==> config.mk <==
export PLATFORM = sky130hd
export DESIGN_NAME = cip_top
export DESIGN_NICKNAME = d
export VERILOG_FILES = /design/src/rtl/cip_pkg.sv /design/src/rtl/cip_timing.sv /design/src/rtl/cip_rx.sv /design/src/rtl/cip_tx.sv /design/src/rtl/cip_chan_latch.sv /design/src/rtl/cip_top.sv
export SDC_FILE = /design/constraint.sdc
export NUM_CORES = 1
export LEC_CHECK = 0
export BUFFER_PORTS_ARGS = -buffer_cell sky130_fd_sc_hd__buf_2
export CELL_PAD_IN_SITES_DETAIL_PLACEMENT = 1
export CELL_PAD_IN_SITES_GLOBAL_PLACEMENT = 2
export CORE_ASPECT_RATIO = 1.2
export CORE_MARGIN = 2
export CORE_UTILIZATION = 35
export DETAILED_ROUTE_END_ITERATION = 7
export HOLD_SLACK_MARGIN = 0.03
export PLACE_DENSITY_LB_ADDON = 0.15
export SLEW_MARGIN = 15
export SYNTH_ARGS = -nofsm -noshare
export SYNTH_HDL_FRONTEND = slang
export SYNTH_SLANG_ARGS = --single-unit
==> constraint.sdc <==
create_clock -name clk_i -period 2.5 [get_ports clk_i]
set_input_delay 0.25 -clock clk_i [delete_from_list [all_inputs] [get_ports clk_i]]
set_output_delay 0.25 -clock clk_i [all_outputs]
set_load 0.005 [all_outputs]
==> src/rtl/cip_pkg.sv <==
package cip_pkg;
  localparam int OCT_W = 8;
  localparam int CNT_W = $clog2(OCT_W) + 1;
  localparam int IDX_W = $clog2(OCT_W);
  localparam int SB_W  = 3;
  localparam int SI_W  = 2;
  localparam int SO_W  = 2;

  typedef struct packed {
    logic sel_b;
    logic so2;
    logic so1;
    logic sb3;
    logic sb2;
    logic sb1;
    logic mr;
    logic mx;
  } dn_oct_t;

  typedef struct packed {
    logic si1_a;
    logic si2_a;
    logic sb1_a;
    logic si1_b;
    logic si2_b;
    logic sb1_b;
    logic mr;
    logic mx;
  } up_oct_t;
endpackage

==> src/rtl/cip_timing.sv <==
module cip_timing
  import cip_pkg::*;
(
  input  logic             clk_i,
  input  logic             rst_ni,
  input  logic             fsc_i,
  input  logic             slot_i,
  input  logic             bit_en_i,
  output logic             slot_start_o,
  output logic             active_o,
  output logic             bit_stb_o,
  output logic             last_bit_o,
  output logic [CNT_W-1:0] bit_idx_o
);
  logic             slot_q;
  logic [CNT_W-1:0] idx_q;

  assign slot_start_o = slot_i & ~slot_q;
  assign active_o     = slot_i & slot_q & (idx_q < CNT_W'(OCT_W));
  assign bit_stb_o    = active_o & bit_en_i;
  assign last_bit_o   = bit_stb_o & (idx_q == CNT_W'(OCT_W - 1));
  assign bit_idx_o    = idx_q;

  always_ff @(posedge clk_i or negedge rst_ni) begin
    if (!rst_ni) begin
      slot_q <= 1'b0;
      idx_q  <= '0;
    end else begin
      slot_q <= slot_i;
      if (fsc_i || slot_start_o) idx_q <= '0;
      else if (bit_stb_o)        idx_q <= idx_q + 1'b1;
    end
  end
endmodule

==> src/rtl/cip_rx.sv <==
module cip_rx
  import cip_pkg::*;
(
  input  logic    clk_i,
  input  logic    rst_ni,
  input  logic    slot_start_i,
  input  logic    bit_stb_i,
  input  logic    last_bit_i,
  input  logic    dn_bit_i,
  output dn_oct_t oct_o,
  output logic    valid_o
);
  logic [OCT_W-2:0] shift_q;
  dn_oct_t          oct_q;
  logic             valid_q;

  always_ff @(posedge clk_i or negedge rst_ni) begin
    if (!rst_ni) begin
      shift_q <= '0;
      oct_q   <= '1;
      valid_q <= 1'b0;
    end else begin
      valid_q <= last_bit_i;
      if (slot_start_i)   shift_q <= '0;
      else if (bit_stb_i) shift_q <= {shift_q[OCT_W-3:0], dn_bit_i};
      if (last_bit_i)     oct_q   <= dn_oct_t'({shift_q, dn_bit_i});
    end
  end

  assign oct_o   = oct_q;
  assign valid_o = valid_q;
endmodule

==> src/rtl/cip_tx.sv <==
module cip_tx
  import cip_pkg::*;
(
  input  logic             clk_i,
  input  logic             rst_ni,
  input  logic             slot_start_i,
  input  logic             active_i,
  input  logic [CNT_W-1:0] bit_idx_i,
  input  logic [SI_W-1:0]  si_a_i,
  input  logic             sb1_a_i,
  input  logic             sb1_oe_a_i,
  input  logic [SI_W-1:0]  si_b_i,
  input  logic             sb1_b_i,
  input  logic             sb1_oe_b_i,
  input  logic             mr_i,
  input  logic             mx_i,
  output logic             up_bit_o,
  output logic             up_en_o
);
  up_oct_t          snap_q;
  up_oct_t          snap_d;
  logic [IDX_W-1:0] pos;

  always_comb begin
    snap_d.si1_a = si_a_i[0];
    snap_d.si2_a = si_a_i[1];
    snap_d.sb1_a = sb1_oe_a_i | sb1_a_i;  // output-configured pin reads as 1
    snap_d.si1_b = si_b_i[0];
    snap_d.si2_b = si_b_i[1];
    snap_d.sb1_b = sb1_oe_b_i | sb1_b_i;
    snap_d.mr    = mr_i;
    snap_d.mx    = mx_i;
  end

  always_ff @(posedge clk_i or negedge rst_ni) begin
    if (!rst_ni)           snap_q <= '1;
    else if (slot_start_i) snap_q <= snap_d;
  end

  assign pos      = IDX_W'(OCT_W - 1) - bit_idx_i[IDX_W-1:0];
  assign up_bit_o = active_i ? snap_q[pos] : 1'b1;
  assign up_en_o  = active_i;
endmodule

==> src/rtl/cip_chan_latch.sv <==
module cip_chan_latch
  import cip_pkg::*;
#(
  parameter logic CH_SEL = 1'b0
) (
  input  logic            clk_i,
  input  logic            rst_ni,
  input  logic            valid_i,
  input  dn_oct_t         oct_i,
  input  logic [SB_W-1:0] sb_oe_i,
  output logic [SO_W-1:0] so_o,
  output logic [SB_W-1:0] sb_o
);
  logic            upd;
  logic [SB_W-1:0] sb_new;

  assign upd    = valid_i & (oct_i.sel_b == CH_SEL);
  assign sb_new = {oct_i.sb3, oct_i.sb2, oct_i.sb1};

  always_ff @(posedge clk_i or negedge rst_ni) begin
    if (!rst_ni) begin
      so_o <= '0;
      sb_o <= '0;
    end else if (upd) begin
      so_o <= {oct_i.so2, oct_i.so1};
      sb_o <= (sb_o & ~sb_oe_i) | (sb_new & sb_oe_i);
    end
  end
endmodule

==> src/rtl/cip_top.sv <==
module cip_top
  import cip_pkg::*;
(
  input  logic            clk_i,
  input  logic            rst_ni,
  input  logic            fsc_i,
  input  logic            slot_i,
  input  logic            bit_en_i,
  input  logic            dn_bit_i,
  output logic            up_bit_o,
  output logic            up_en_o,
  input  logic [SI_W-1:0] si_a_i,
  input  logic [SB_W-1:0] sb_a_i,
  input  logic [SB_W-1:0] sb_oe_a_i,
  output logic [SO_W-1:0] so_a_o,
  output logic [SB_W-1:0] sb_a_o,
  input  logic [SI_W-1:0] si_b_i,
  input  logic [SB_W-1:0] sb_b_i,
  input  logic [SB_W-1:0] sb_oe_b_i,
  output logic [SO_W-1:0] so_b_o,
  output logic [SB_W-1:0] sb_b_o,
  input  logic            mon_mr_i,
  input  logic            mon_mx_i,
  output logic            mon_valid_o,
  output logic            mon_mr_o,
  output logic            mon_mx_o
);
  localparam int N_CH = 2;

  logic             slot_start, active, bit_stb, last_bit;
  logic [CNT_W-1:0] bit_idx;
  dn_oct_t          dn_oct;
  logic             dn_valid;

  logic [SB_W-1:0]  oe_w [N_CH];
  logic [SO_W-1:0]  so_w [N_CH];
  logic [SB_W-1:0]  sb_w [N_CH];

  cip_timing u_timing (
    .clk_i        (clk_i),
    .rst_ni       (rst_ni),
    .fsc_i        (fsc_i),
    .slot_i       (slot_i),
    .bit_en_i     (bit_en_i),
    .slot_start_o (slot_start),
    .active_o     (active),
    .bit_stb_o    (bit_stb),
    .last_bit_o   (last_bit),
    .bit_idx_o    (bit_idx)
  );

  cip_rx u_rx (
    .clk_i        (clk_i),
    .rst_ni       (rst_ni),
    .slot_start_i (slot_start),
    .bit_stb_i    (bit_stb),
    .last_bit_i   (last_bit),
    .dn_bit_i     (dn_bit_i),
    .oct_o        (dn_oct),
    .valid_o      (dn_valid)
  );

  cip_tx u_tx (
    .clk_i        (clk_i),
    .rst_ni       (rst_ni),
    .slot_start_i (slot_start),
    .active_i     (active),
    .bit_idx_i    (bit_idx),
    .si_a_i       (si_a_i),
    .sb1_a_i      (sb_a_i[0]),
    .sb1_oe_a_i   (sb_oe_a_i[0]),
    .si_b_i       (si_b_i),
    .sb1_b_i      (sb_b_i[0]),
    .sb1_oe_b_i   (sb_oe_b_i[0]),
    .mr_i         (mon_mr_i),
    .mx_i         (mon_mx_i),
    .up_bit_o     (up_bit_o),
    .up_en_o      (up_en_o)
  );

  assign oe_w[0] = sb_oe_a_i;
  assign oe_w[1] = sb_oe_b_i;

  for (genvar ch = 0; ch < N_CH; ch++) begin : g_ch
    cip_chan_latch #(.CH_SEL(ch[0])) u_latch (
      .clk_i   (clk_i),
      .rst_ni  (rst_ni),
      .valid_i (dn_valid),
      .oct_i   (dn_oct),
      .sb_oe_i (oe_w[ch]),
      .so_o    (so_w[ch]),
      .sb_o    (sb_w[ch])
    );
  end

  assign so_a_o      = so_w[0];
  assign sb_a_o      = sb_w[0];
  assign so_b_o      = so_w[1];
  assign sb_b_o      = sb_w[1];
  assign mon_valid_o = dn_valid;
  assign mon_mr_o    = dn_oct.mr;
  assign mon_mx_o    = dn_oct.mx;
endmodule

# --- Yosys cells after proc, flatten, opt, wreduce, memory -nomap -nowiden ---
# Cells that the tools add are included.
classes:
  n_addsub: 2
  magnitude_cmp: 2
  eq_ne: 1
  mux: 7
  bitwise_logic: 19
  reduce_logical: 3
op_table:
  columns: ["operator", "n"]
  rows:
  - ["two-way mux 7 bit", 2]
  - ["AND 3 bit", 4]
  - ["two-way mux 4 bit", 2]
  - ["AND 1 bit", 7]
  - ["NOT 3 bit", 2]
  - ["OR 3 bit", 2]
  - ["adder 4 x 1 -> 4 bit (second input constant)", 1]
  - ["equality test 4 x 3 -> 1 bit (second input constant)", 1]
  - ["less-than comparator 3 x 4 -> 1 bit (second input constant)", 1]
  - ["less-than comparator 4 bit (second input constant)", 1]
  - ["nonzero test 2 bit", 2]
  - ["binary-select mux 1 bit (select 3 bit)", 1]
  - ["subtractor 3 bit (first input constant)", 1]
  - ["two-way mux 1 bit", 2]
  - ["NOT 1 bit", 2]
  - ["OR 1 bit", 2]
  - ["logical OR 1 bit", 1]
word_totals:
  regBits: 39
  input_bits: 24
  out_inout_bits: 15

# --- Logic depth before layout (Yosys ltp) ---
# Gate-level depths: netlist of the first run.
depth:
  word_depth: 5
  depth_mapped: 5
  ltp_nobuf: 4

# --- By module ---
# From an unflattened synthesis of the first run, not the netlist that was laid out.
hier_totals:
  cells_unflattened: 121
  area_unflattened_um2: 1740.4
by_module_without_submodules:
  columns: ["module", "instances", "cells_each", "area_per_inst_um2"]
  rows:
  - ["cip_rx", 1, 40, 645.6]
  - ["cip_tx", 1, 29, 392.9]
  - ["cip_timing", 1, 24, 261.5]
  - ["cip_chan_latch at g_ch[0].u_latch", 1, 14, 229.0]
  - ["cip_chan_latch at g_ch[1].u_latch", 1, 14, 211.5]

# --- Worst setup path after synthesis of the first run ---
# OpenSTA, ideal clock, no wires.
synth_path:
  path_kind: "flip-flop to flip-flop"
  start: "register u_timing.idx_q[3] (netlist: u_timing.bit_idx_o[3])"
  end: "register u_rx.oct_q, in the netlist u_rx.oct_o[0]"
  setup_time_ps: 82
  t_arrival_ps: 1362
  path_slack_ps: 1055
  path_stages_with_launch: 6
  n_path_buf: 2
  cell_sequence: "dfrtp_1 > and4b_1 > buf_6 > and3_4 > buf_6 > mux2_4"
synth_between:
  elab_chain_len: 4
  elab_cells_between_ends: 5
  classes_between: "order compare: 1; eq/ne: 1; bitwise: 3"
synth_lines:
  columns: ["element", "line_no", "text"]
  rows:
  - ["start: declaration", "cip_timing.sv:16", "logic [CNT_W-1:0] idx_q;"]
  - ["start signal: assignment", "cip_timing.sv:31", "else if (bit_stb_o) idx_q <= idx_q + 1'b1;"]
  - ["less-than comparator 4 bit", "cip_timing.sv:19", "assign active_o = slot_i & slot_q & (idx_q < CNT_W'(OCT_W));"]
  - ["AND 1 bit", "cip_timing.sv:19", null]
  - ["AND 1 bit", "cip_timing.sv:20", "assign bit_stb_o = active_o & bit_en_i;"]
  - ["AND 1 bit (*)", "cip_timing.sv:21", "assign last_bit_o = bit_stb_o & (idx_q == CNT_W'(OCT_W - 1));"]
  - ["net last_bit", "cip_top.sv:30", "logic slot_start, active, bit_stb, last_bit;"]
  - ["end signal: assignment", "cip_rx.sv:26", "if (last_bit_i) oct_q <= dn_oct_t'({shift_q, dn_bit_i});"]
  - ["end: declaration", "cip_rx.sv:14", "dn_oct_t oct_q;"]
# The timed path passes the listed nets; every way through them passes the cells marked *.
# A chain may end at the register's enable or synchronous reset.

# --- Worst setup path in the final report of the first run ---
layout_path:
  start: "register u_timing.idx_q[1] (netlist: u_timing.bit_idx_o[1])"
  end: "output up_bit_o"
layout_between:
  elab_chain_len: 4
  elab_cells_between_ends: 6
  classes_between: "add/sub: 1; order compare: 1; mux: 3; bitwise: 1"
layout_lines:
  columns: ["element", "line_no", "text"]
  rows:
  - ["subtractor 3 bit", "cip_tx.sv:40", "assign pos = IDX_W'(OCT_W - 1) - bit_idx_i[IDX_W-1:0];"]
  - ["binary-select mux 1 bit (select 3 bit)", "cip_tx.sv:41", "assign up_bit_o = active_i ? snap_q[pos] : 1'b1;"]
  - ["two-way mux 1 bit (not written as such)", "cip_tx.sv:41", null]
  - ["two-way mux 1 bit (*)", "cip_tx.sv:41", null]
  - ["end: declaration", "cip_top.sv:10", "output logic up_bit_o,"]
# Every way passes the cells marked *; elsewhere a longest branch is shown, timed or not. The select of a mux whose other input is x is not followed.

==> results of run 1 <==
## final cells by class
| type | instances | area (um^2) |
|---|---|---|
| Fill cell | 521 | 2581 |
| Sequential cell | 39 | 996.0 |
| Multi-Input combinational cell | 82 | 645.6 |
| Timing Repair Buffer | 35 | 177.7 |
| Clock buffer | 6 | 82.58 |
| Tap cell | 58 | 72.57 |
| Clock inverter | 2 | 35.03 |
| Inverter | 1 | 3.754 |
## synthesized netlist by cell type, drive strengths merged (2+ instances only)
cell,n
mux2i,5
nor2b,2
nand3,3
o21ai,3
dfstp,16
nand2,24
dfrtp,23
mux2,24
a21oi,7
buf,5
nor3,3
## through the flow
stage	util (%)	hold slack [ns]
after global placement	41.26	0.3993
after detailed placement	41.26	0.4171
after global routing	43.82	0.1253
after CTS	43.82	0.09304
final	43.82	0.06736
after floorplan	-	-0.04559
## placed cells by master (no fill, tap or decap), drive strengths merged
cell / Yosys / final
nor2b: 2 / 2
xnor2: 1 / 1
clkinv: 0 / 1
buf: 5 / 35
o21ai: 3 / 3
a211oi: 1 / 1
nand2: 24 / 24
dfrtp: 23 / 23
mux2i: 5 / 5
clkbuf: 0 / 6
a21oi: 7 / 7
nor2: 1 / 1
mux4: 1 / 1
nand3: 3 / 3
nand4b: 1 / 1
inv: 1 / 1
nor3: 3 / 3
nand2b: 1 / 1
mux2: 24 / 24
and3: 1 / 1
and4b: 1 / 1
bufinv: 0 / 1
ha: 1 / 1
a41oi: 1 / 1
dfstp: 16 / 16
or3: 1 / 1
## worst paths after layout
kind                                      endpoint  cells after the start  slack, ns             startpoint
setup / recovery                          up_bit_o                      4       0.63  u_timing.bit_idx_o[1]
setup reg to reg                     u_rx.oct_o[2]                      3       0.82  u_timing.bit_idx_o[3]
max in group asynchronous    u_timing.bit_idx_o[2]                      1       1.89                 rst_ni
min in group clk_i                 u_timing.slot_q                      1       0.14                 slot_i
hold reg to reg                     u_tx.snap_q[2]                      2       0.46         u_tx.snap_q[2]
hold / removal             g_ch[0].u_latch.so_o[1]                      1       0.07                 rst_ni
## critical path: cells and delay by family (launching register included)
kind / cells / cell delay, ns
buf+inv: 1 / 0.10
flops: 1 / 0.50
simple gates: 1 / 0.08
mux: 2 / 0.64
## logic make-up (layout without fill, tap and decap cells)
group	Yosys count	count (layout)	share of synthesized area, %
mux	30	30	22.17
xor+xnor	1	1	0.5209
compound gates	12	12	3.943
flops	39	39	59.23
simple gates	38	38	11.01
fa+ha+maj	1	1	0.7439
buf+inv	6	44	2.380
## routing by layer
metal / up-vias / wire, um / GRT usage (%) / share of wire [%]
li1: 515 / - / - / -
met5: - / 0 / 0 / 0
met4: 0 / 53 / 4.898 / 1.5
met1: 549 / 1369 / 16.65 / 40
met3: 6 / 153 / 3.808 / 4.4
met2: 28 / 1868 / 26.24 / 54
## power by group through the flow
stage / logic (mW) / registers (mW) / clock network (mW)
global route: 0.0928 / 0.686 / 0.588
finish: 0.0804 / 0.682 / 0.541
floorplan: 0.0437 / 0.687 / 0
CTS: 0.0834 / 0.683 / 0.566
detailed placement: 0.0830 / 0.694 / 0
global placement: 0.0790 / 0.691 / 0
==> results_dict.tcl, run 1 <==
set metrics [dict create \
    netlist_instances 127 \
    tightest_slew_ns 0.8673 \
    placed_cells 215 \
    clock_sinks 39 \
    slowest_delay_ns 0.50 \
    grt_pass1_vias 1213 \
    grt_usage_pct 14.69 \
    grt_pass1_wl_um 5809 \
    rows 27 \
    p_per_area_mw_per_mm2 647.1 \
    maxSlewHeadroom_pct 42.18 \
    path_class "reg2out" \
    stdcell_count 223 \
    num_vias 1098 \
    p_leak_nw 0.9417 \
    netSwitchingFraction_pct 21.06 \
    ioPinCount 39 \
    timing.final.hold_violations 0 \
    die-area_mm2 0.005377 \
    synth-seq-cells 39 \
    clkLatencyLatePin_ns 0.29 \
    drive_gt1_share_pct 52.12 \
    dp.final_hpwl_um 2425 \
    path_cells "mux2i_1 > mux4_2 > nand2_1 > buf_2" \
    dpl_cell_area_mm2 0.001896 \
    final_area_mm2 0.002013 \
    ant_nets 0 \
    hp-class "in2async" \
    timing.fmax_mhz 536.1 \
    status "completed" \
    power_frac_seq_pct 52.3 \
    power_mw 1.303 \
    fp.dieH_um 79.93 \
    yosysWarnings 0 \
    clk_pin_slew_ns 0.08 \
    seq_area_frac_synth_pct 59.23 \
    diodes 0 \
    drt_iter0_markers 39 \
    worstPathArrival_ns 1.62 \
    yosys.cell_types.count 26 \
    final.period_utilization_pct 74.62 \
    synthesis.area_mm2 0.001682 \
    setup_violations 0 \
    numCtsBuffers 5 \
    htreeDepth 2 \
    clockBufferDepth 2 \
    cts_resized 0 \
    end_kind "output port" \
    wl_per_cell_um 15.44 \
    worstSetupStartpointType "flop" \
    crit_path_max_fanout 7 \
    finalWirelength_um 3444 \
    drc 0 \
    pre_cts_ws_ns 0.8068 \
    cts-root-buf "clkbuf_8" \
    coreArea_mm2 0.004594 \
    critPathRequiredTime_ns 2.25 \
    synth.area.top_cells "dfrtp_1, dfstp_2, mux2_2" \
    start_util_pct 36.60 \
    final-max-slew-violation-count 0 \
    fin_nets 189 \
    p_clk_share_pct 41.5 \
    synth_flop_cell "dfrtp_1" \
    peakVddDrop_uv 302.2 \
    dieWidth_um 67.28 \
    io_buffers 34 \
    antenna_found_initial 0 \
    synth_fp_nets 152 \
    gp_congestion 0.6951 \
    overflow 0 \
    synth.avg_cell_area_um2 13.24 \
    synthArstFlopShare_pct 100.0 \
    grt_start_max_net_pins 40 \
    cts_hold_buf 0 \
    rsz0062_at_grt "false" \
    synth-edff-count 0 \
    post-route-min-period_ns 1.865 \
    maxCapViolations 0 \
    fin_skew_ns 0.005872 \
    viasPerCell 4.924 \
    internal_power_mw 1.028 \
    fin_ws_ns 0.6346 \
    p_comb_share_pct 6.2 \
    p_sw_uw 274.3 \
    cts_tree "yes" \
    firstDrtPassIters 4 \
    synth_top_cell_area_share_pct 34.23 \
    cpMaxStageDelayCell "dfrtp_1" \
    syn2layout_area_growth_pct 19.72 \
    cts_setup_buffers 0 \
    tns_ns 0 \
    synth_area_leader_cell "dfrtp_1" \
]
Note: power is estimated with default switching activity, not from simulation.
==> run 2: changes to the inputs <==
--- a/config.mk
+++ b/config.mk
@@ -5,12 +5,13 @@
 export SDC_FILE = /design/constraint.sdc
 export NUM_CORES = 1
 export LEC_CHECK = 0
+export ABC_AREA = 1
 export BUFFER_PORTS_ARGS = -buffer_cell sky130_fd_sc_hd__buf_2
 export CELL_PAD_IN_SITES_DETAIL_PLACEMENT = 1
 export CELL_PAD_IN_SITES_GLOBAL_PLACEMENT = 2
 export CORE_ASPECT_RATIO = 1.2
 export CORE_MARGIN = 2
-export CORE_UTILIZATION = 35
+export CORE_UTILIZATION = 31
 export DETAILED_ROUTE_END_ITERATION = 7
 export HOLD_SLACK_MARGIN = 0.03
 export PLACE_DENSITY_LB_ADDON = 0.15
==> constraint.sdc (replaced) <==
create_clock -name clk_i -period 1.95 [get_ports clk_i]
set_input_delay 0.195 -clock clk_i [delete_from_list [all_inputs] [get_ports clk_i]]
set_output_delay 0.195 -clock clk_i [all_outputs]
set_load 0.005 [all_outputs]
==> results_dict.tcl, run 2 <==
set metrics [dict create \
    status "completed" \
    synth.avg_cell_area_um2 8.838 \
    stdcell_count 293 \
    post-route-min-period_ns 1.571 \
    synthesis.area_mm2 0.001670 \
    crit_path_max_fanout 8 \
    tns_ns 0 \
    synth_commonest_cells "nand2_1, nand3_1, dfrtp_1, o21ai_0, dfstp_2" \
    regArea_um2 996.0 \
    ioPinCount 39 \
    dp.final_hpwl_um 2859 \
    final-max-slew-violation-count 0 \
    fin_ws_ns 0.3786 \
    peakVddDrop_uv 241.8 \
    grt_start_max_net_pins 35 \
    worstPathArrival_ns 1.38 \
    grt_pass1_wl_um 6837 \
    critPathRequiredTime_ns 1.75 \
    power_mw 1.504 \
    fillers 647 \
    final_util_pct 38.17 \
    critPathTopFamily "flip-flops" \
    grt_pass1_vias 1514 \
    layout_common_cells "nand2_1, buf_2, nand3_1" \
    drive_gt1_share_pct 27.27 \
    rsz0062_at_grt "false" \
    clock_sinks 39 \
    maxCapViolations 0 \
    clockBufferDepth 2 \
    finalWirelength_um 3871 \
    fin_nets 255 \
    synth-seq-cells 39 \
    cp_common_cell "nand3_1" \
    cpMaxStageDelayCell "dfrtp_1" \
    die-area_mm2 0.005994 \
    multiInputGateArea_um2 583.1 \
    r2r_cells 5 \
    yosysMostFrequentCell "nand2_1" \
    coreArea_mm2 0.005261 \
    clk_pin_slew_ns 0.07 \
    critical_path_buf_inv_count 2 \
    synth.area.top_cells "dfrtp_1, dfstp_2, nand2_1" \
    timing.fmax_mhz 636.4 \
    viasPerCell 4.761 \
    yosys.cell_types.count 16 \
    p_per_area_mw_per_mm2 749.2 \
    antenna_found_initial 0 \
    worstSetupStartpointType "flop" \
    holdPathStages 1 \
    timing.final.hold_violations 0 \
    gp_congestion 0.7421 \
    slowest_delay_ns 0.49 \
    setup_violations 0 \
    p_leak_nw 1.060 \
    worst-path-stages 6 \
    fin_skew_ns 0.006697 \
    pre_cts_ws_ns 0.5060 \
    start_util_pct 31.75 \
    synth-edff-count 0 \
    firstDrtPassIters 4 \
    diodes 0 \
    ant_nets 0 \
    yosysWarnings 0 \
    mostFrequentLayoutCell "nand2_1" \
    cts-root-buf "clkbuf_8" \
    cts_setup_buffers 0 \
    htreeDepth 2 \
    seq_area_frac_synth_pct 59.63 \
    fp.dieH_um 84.41 \
    synth_area_leader_cell "dfrtp_1" \
    synth_top_cell_area_share_pct 34.46 \
    rows 29 \
    synth_fp_nets 214 \
    netlist_instances 189 \
    syn2layout_area_growth_pct 20.22 \
    hp-class "in2reg" \
    grt_usage_pct 14.30 \
    clkLatencyLatePin_ns 0.29 \
    dieWidth_um 71.01 \
    drc 0 \
    synth_flop_cell "dfrtp_1" \
    tightest_slew_ns 0.7807 \
    synthArstFlopShare_pct 100.0 \
    end_kind "output port" \
    cts_tree "yes" \
    drt_iter0_markers 23 \
    final.period_utilization_pct 80.59 \
    wl_per_cell_um 13.21 \
    placed_cells 284 \
    num_vias 1395 \
    path_class "reg2out" \
    overflow 0 \
    io_buffers 34 \
    path_cells "inv_1 > nand2_1 > nand3_1 > nand3_1 > nand3_1 > buf_2" \
    maxSlewHeadroom_pct 47.95 \
    numCtsBuffers 5 \
]
-- run 2: changes by cell type after synthesis, moves of 3 or more --
cell / delta
a21oi_1: -6
nand3_1: +24
nor3_1: -3
o21ai_0: +20
nor2_1: +3
inv_1: +14
mux2i_1: -5
mux2_2: -16
nand4_1: +3
nand2_1: +43
mux2_4: -8
-- run 2: worst paths after layout --
check,slack (ns),start,end
max,0.38,u_timing.bit_idx_o[0],up_bit_o
min,0.08,slot_i,u_timing.slot_q
max reg2reg,0.52,u_timing.bit_idx_o[0],u_rx.oct_o[4]
min reg2reg,0.47,u_tx.snap_q[0],u_tx.snap_q[0]
max in group asynchronous,0.75,rst_ni,u_tx.snap_q[7]
min in group asynchronous,0.52,rst_ni,async pin
-- run 2: power breakdown --
group	internal [mW]	switching [mW]
registers	0.854	0.0179
clock network	0.251	0.272
logic	0.0423	0.0679
total	1.15	0.357
-- run 2: final cells by class --
cell class / instances / share of cell area, %
timing repair buffer: 39 / 10.47
clock inverter: 1 / 0.2492
tap: 62 / 3.863
sequential: 39 / 49.59
multi-input combinational: 129 / 29.03
clock buffer: 7 / 3.801
inverter: 16 / 2.991
-- run 2: through the flow --
step	cell area [um^2]	hold slack, ns
floorplan	1670	-0.1006
global placement	1917	0.3041
detailed placement	1917	0.3266
CTS	2008	0.06661
global route	2008	0.07444
finish	2008	0.08132
-- run 2: logic make-up (layout without fill, tap and decap cells) --
| group | count (synthesis) | in the layout | synth area share [%] |
|---|---|---|---|
| AO/OA/AOI/OAI | 24 | 24 | 7.191 |
| XOR/XNOR | 1 | 1 | 0.5244 |
| adder cells (fa/ha/maj) | 1 | 1 | 0.7489 |
| buffers and inverters | 21 | 63 | 5.468 |
| flip-flops | 39 | 39 | 59.63 |
| AND/OR/NAND/NOR | 103 | 103 | 26.44 |
-- run 2: per-layer routing --
metal	part of all wire, %	track usage (%)	wire length (um)
met1	41	16.02	1583
met2	55	26.08	2121
met3	3.4	3.601	130
met4	0.93	4.803	36
met5	0	0	0
-- run 2: repair_timing --
action	in CTS	in global routing
hold buffers	1	0
hold endpoints to repair	23	0
resized for setup	0	0
==> run 3: changes to the inputs <==
--- a/config.mk
+++ b/config.mk
@@ -5,7 +5,7 @@
 export SDC_FILE = /design/constraint.sdc
 export NUM_CORES = 1
 export LEC_CHECK = 0
-export ABC_AREA = 1
+export ABC_AREA = 0
 export BUFFER_PORTS_ARGS = -buffer_cell sky130_fd_sc_hd__buf_2
 export CELL_PAD_IN_SITES_DETAIL_PLACEMENT = 1
 export CELL_PAD_IN_SITES_GLOBAL_PLACEMENT = 2
==> constraint.sdc (replaced) <==
create_clock -name clk_i -period 1.4 [get_ports clk_i]
set_input_delay 0.14 -clock clk_i [delete_from_list [all_inputs] [get_ports clk_i]]
set_output_delay 0.14 -clock clk_i [all_outputs]
set_load 0.005 [all_outputs]
==> results_dict.tcl, run 3 (same netlist as run 1, synthesis figures left out) <==
set metrics [dict create \
    drt_iter0_markers 53 \
    syn2layout_area_growth_pct 27.68 \
    antenna_found_initial 0 \
    timing.fmax_mhz 580.8 \
    clkLatencyLatePin_ns 0.29 \
    cts_tree "yes" \
    clockBufferDepth 2 \
    grt_pass1_wl_um 6161 \
    diodes 0 \
    maxSlewHeadroom_pct 66.06 \
    fin_skew_ns 0.002519 \
    placed_cells 228 \
    stdcell_count 240 \
    firstDrtPassIters 4 \
    ioPinCount 39 \
    overflow 0 \
    wirelength_met1_um 1490 \
    p_per_area_mw_per_mm2 1096 \
    rows 29 \
    clk_pin_slew_ns 0.07 \
    htreeDepth 2 \
    status "finished with violations" \
    holdPathStages 2 \
    dieWidth_um 71.24 \
    timing.final.hold_violations 0 \
    fin_ws_ns -0.3217 \
    fillers 571 \
    timing.hold.ws_ns 0.06561 \
    critPathRequiredTime_ns 1.26 \
    worstPathArrival_ns 1.58 \
    wl_per_cell_um 15.19 \
    dpl_cell_area_mm2 0.001968 \
    tns_ns -0.3812 \
    num_vias 1149 \
    p_leak_nw 1.002 \
    multiInputGateArea_um2 678.2 \
    highest_layer "met4" \
    start_util_pct 31.96 \
    mostFrequentLayoutCell "buf_2" \
    dr_wl_met2_um 1935 \
    r2r_cells 3 \
    wl_met3_um 166 \
    worstSetupStartpointType "flop" \
    grt_pass1_vias 1201 \
    crit_path_max_fanout 6 \
    final-max-slew-violation-count 0 \
    cts-root-buf "clkbuf_8" \
    final_area_mm2 0.002147 \
    path_class "reg2out" \
    setup_violations 7 \
    io_buffers 34 \
    drive_gt1_share_pct 57.30 \
    grt_start_max_net_pins 40 \
    fp.dieH_um 84.68 \
    dp.final_hpwl_um 2512 \
    numCtsBuffers 5 \
    clock_sinks 39 \
    die-area_mm2 0.006032 \
    viasPerCell 4.788 \
    final_util_pct 40.81 \
    ant_nets 0 \
    rsz0062_at_grt "true" \
    tightest_slew_ns 0.5092 \
    regArea_um2 997.2 \
    finalWirelength_um 3645 \
    post-route-min-period_ns 1.722 \
    hp-class "in2reg" \
    coreArea_mm2 0.005261 \
    maxCapViolations 0 \
    drc 0 \
    grt_usage_pct 13.40 \
    violations "setup timing" \
    gp_congestion 0.7249 \
    fin_nets 202 \
    layout_common_cells "buf_2, nand2_1, dfrtp_1" \
    peakVddDrop_uv 482.2 \
    end_kind "output port" \
    r2r_slack_ns -0.02 \
    final.period_utilization_pct 123.0 \
]
run 3: path summary, 6_finish.rpt:
kind	start	endpoint
max in group asynchronous	rst_ni	u_timing.bit_idx_o[1]
max reg2reg	u_timing.bit_idx_o[3]	u_rx.oct_o[1]
min reg2reg	u_tx.snap_q[2]	u_tx.snap_q[2]
max	u_timing.bit_idx_o[1]	up_bit_o
min in group asynchronous	rst_ni	g_ch[0].u_latch.so_o[1]
min	fsc_i	u_timing.bit_idx_o[2]
run 3: critical path, stage by stage (launching register included):
cell and delay [ns]:
dfrtp_2 0.48, mux2i_1 0.16, mux4_2 0.48, nand2_2 0.07, buf_2 0.10
run 3: repair_timing:
action	in CTS	in global routing
endpoints found under the setup margin	10	10
endpoints found under the hold margin	24	0
resized for setup	3	4
setup buffers	0	1
pin swaps	2	3
hold buffers	2	0
gates cloned	1	0
run 3: final cells by class:
type / count / share of cell area, %
inverters: 1 / 0.1748
repair buffers: 47 / 12.70
clock inverters: 2 / 1.632
well taps: 62 / 3.613
multi-input cells: 83 / 31.59
clock buffers: 6 / 3.846
flip-flops and latches: 39 / 46.45
run 3: layer usage:
metal	GRT usage [%]	up-vias
met4	4.631	0
met3	4.322	6
met2	22.90	27
met1	15.67	574
li1	-	542
met5	0	-
run 3: power breakdown:
| group | internal [mW] | total, mW | switching [mW] | leakage (nW) |
|---|---|---|---|---|
| registers | 1.19 | 1.21 | 0.0236 | 0.483 |
| clock network | 0.577 | 0.972 | 0.395 | 0.0612 |
| logic | 0.0829 | 0.166 | 0.0834 | 0.458 |
| total | 1.85 | 2.35 | 0.502 | 1.00 |
run 3: metrics by stage:
stage	setup slack, ns	power, mW
floorplan	-0.03565	1.306
global placement	-0.06317	1.390
detailed placement	-0.09219	1.397
CTS	-0.3400	2.399
global route	-0.3783	2.467
finish	-0.3217	2.353
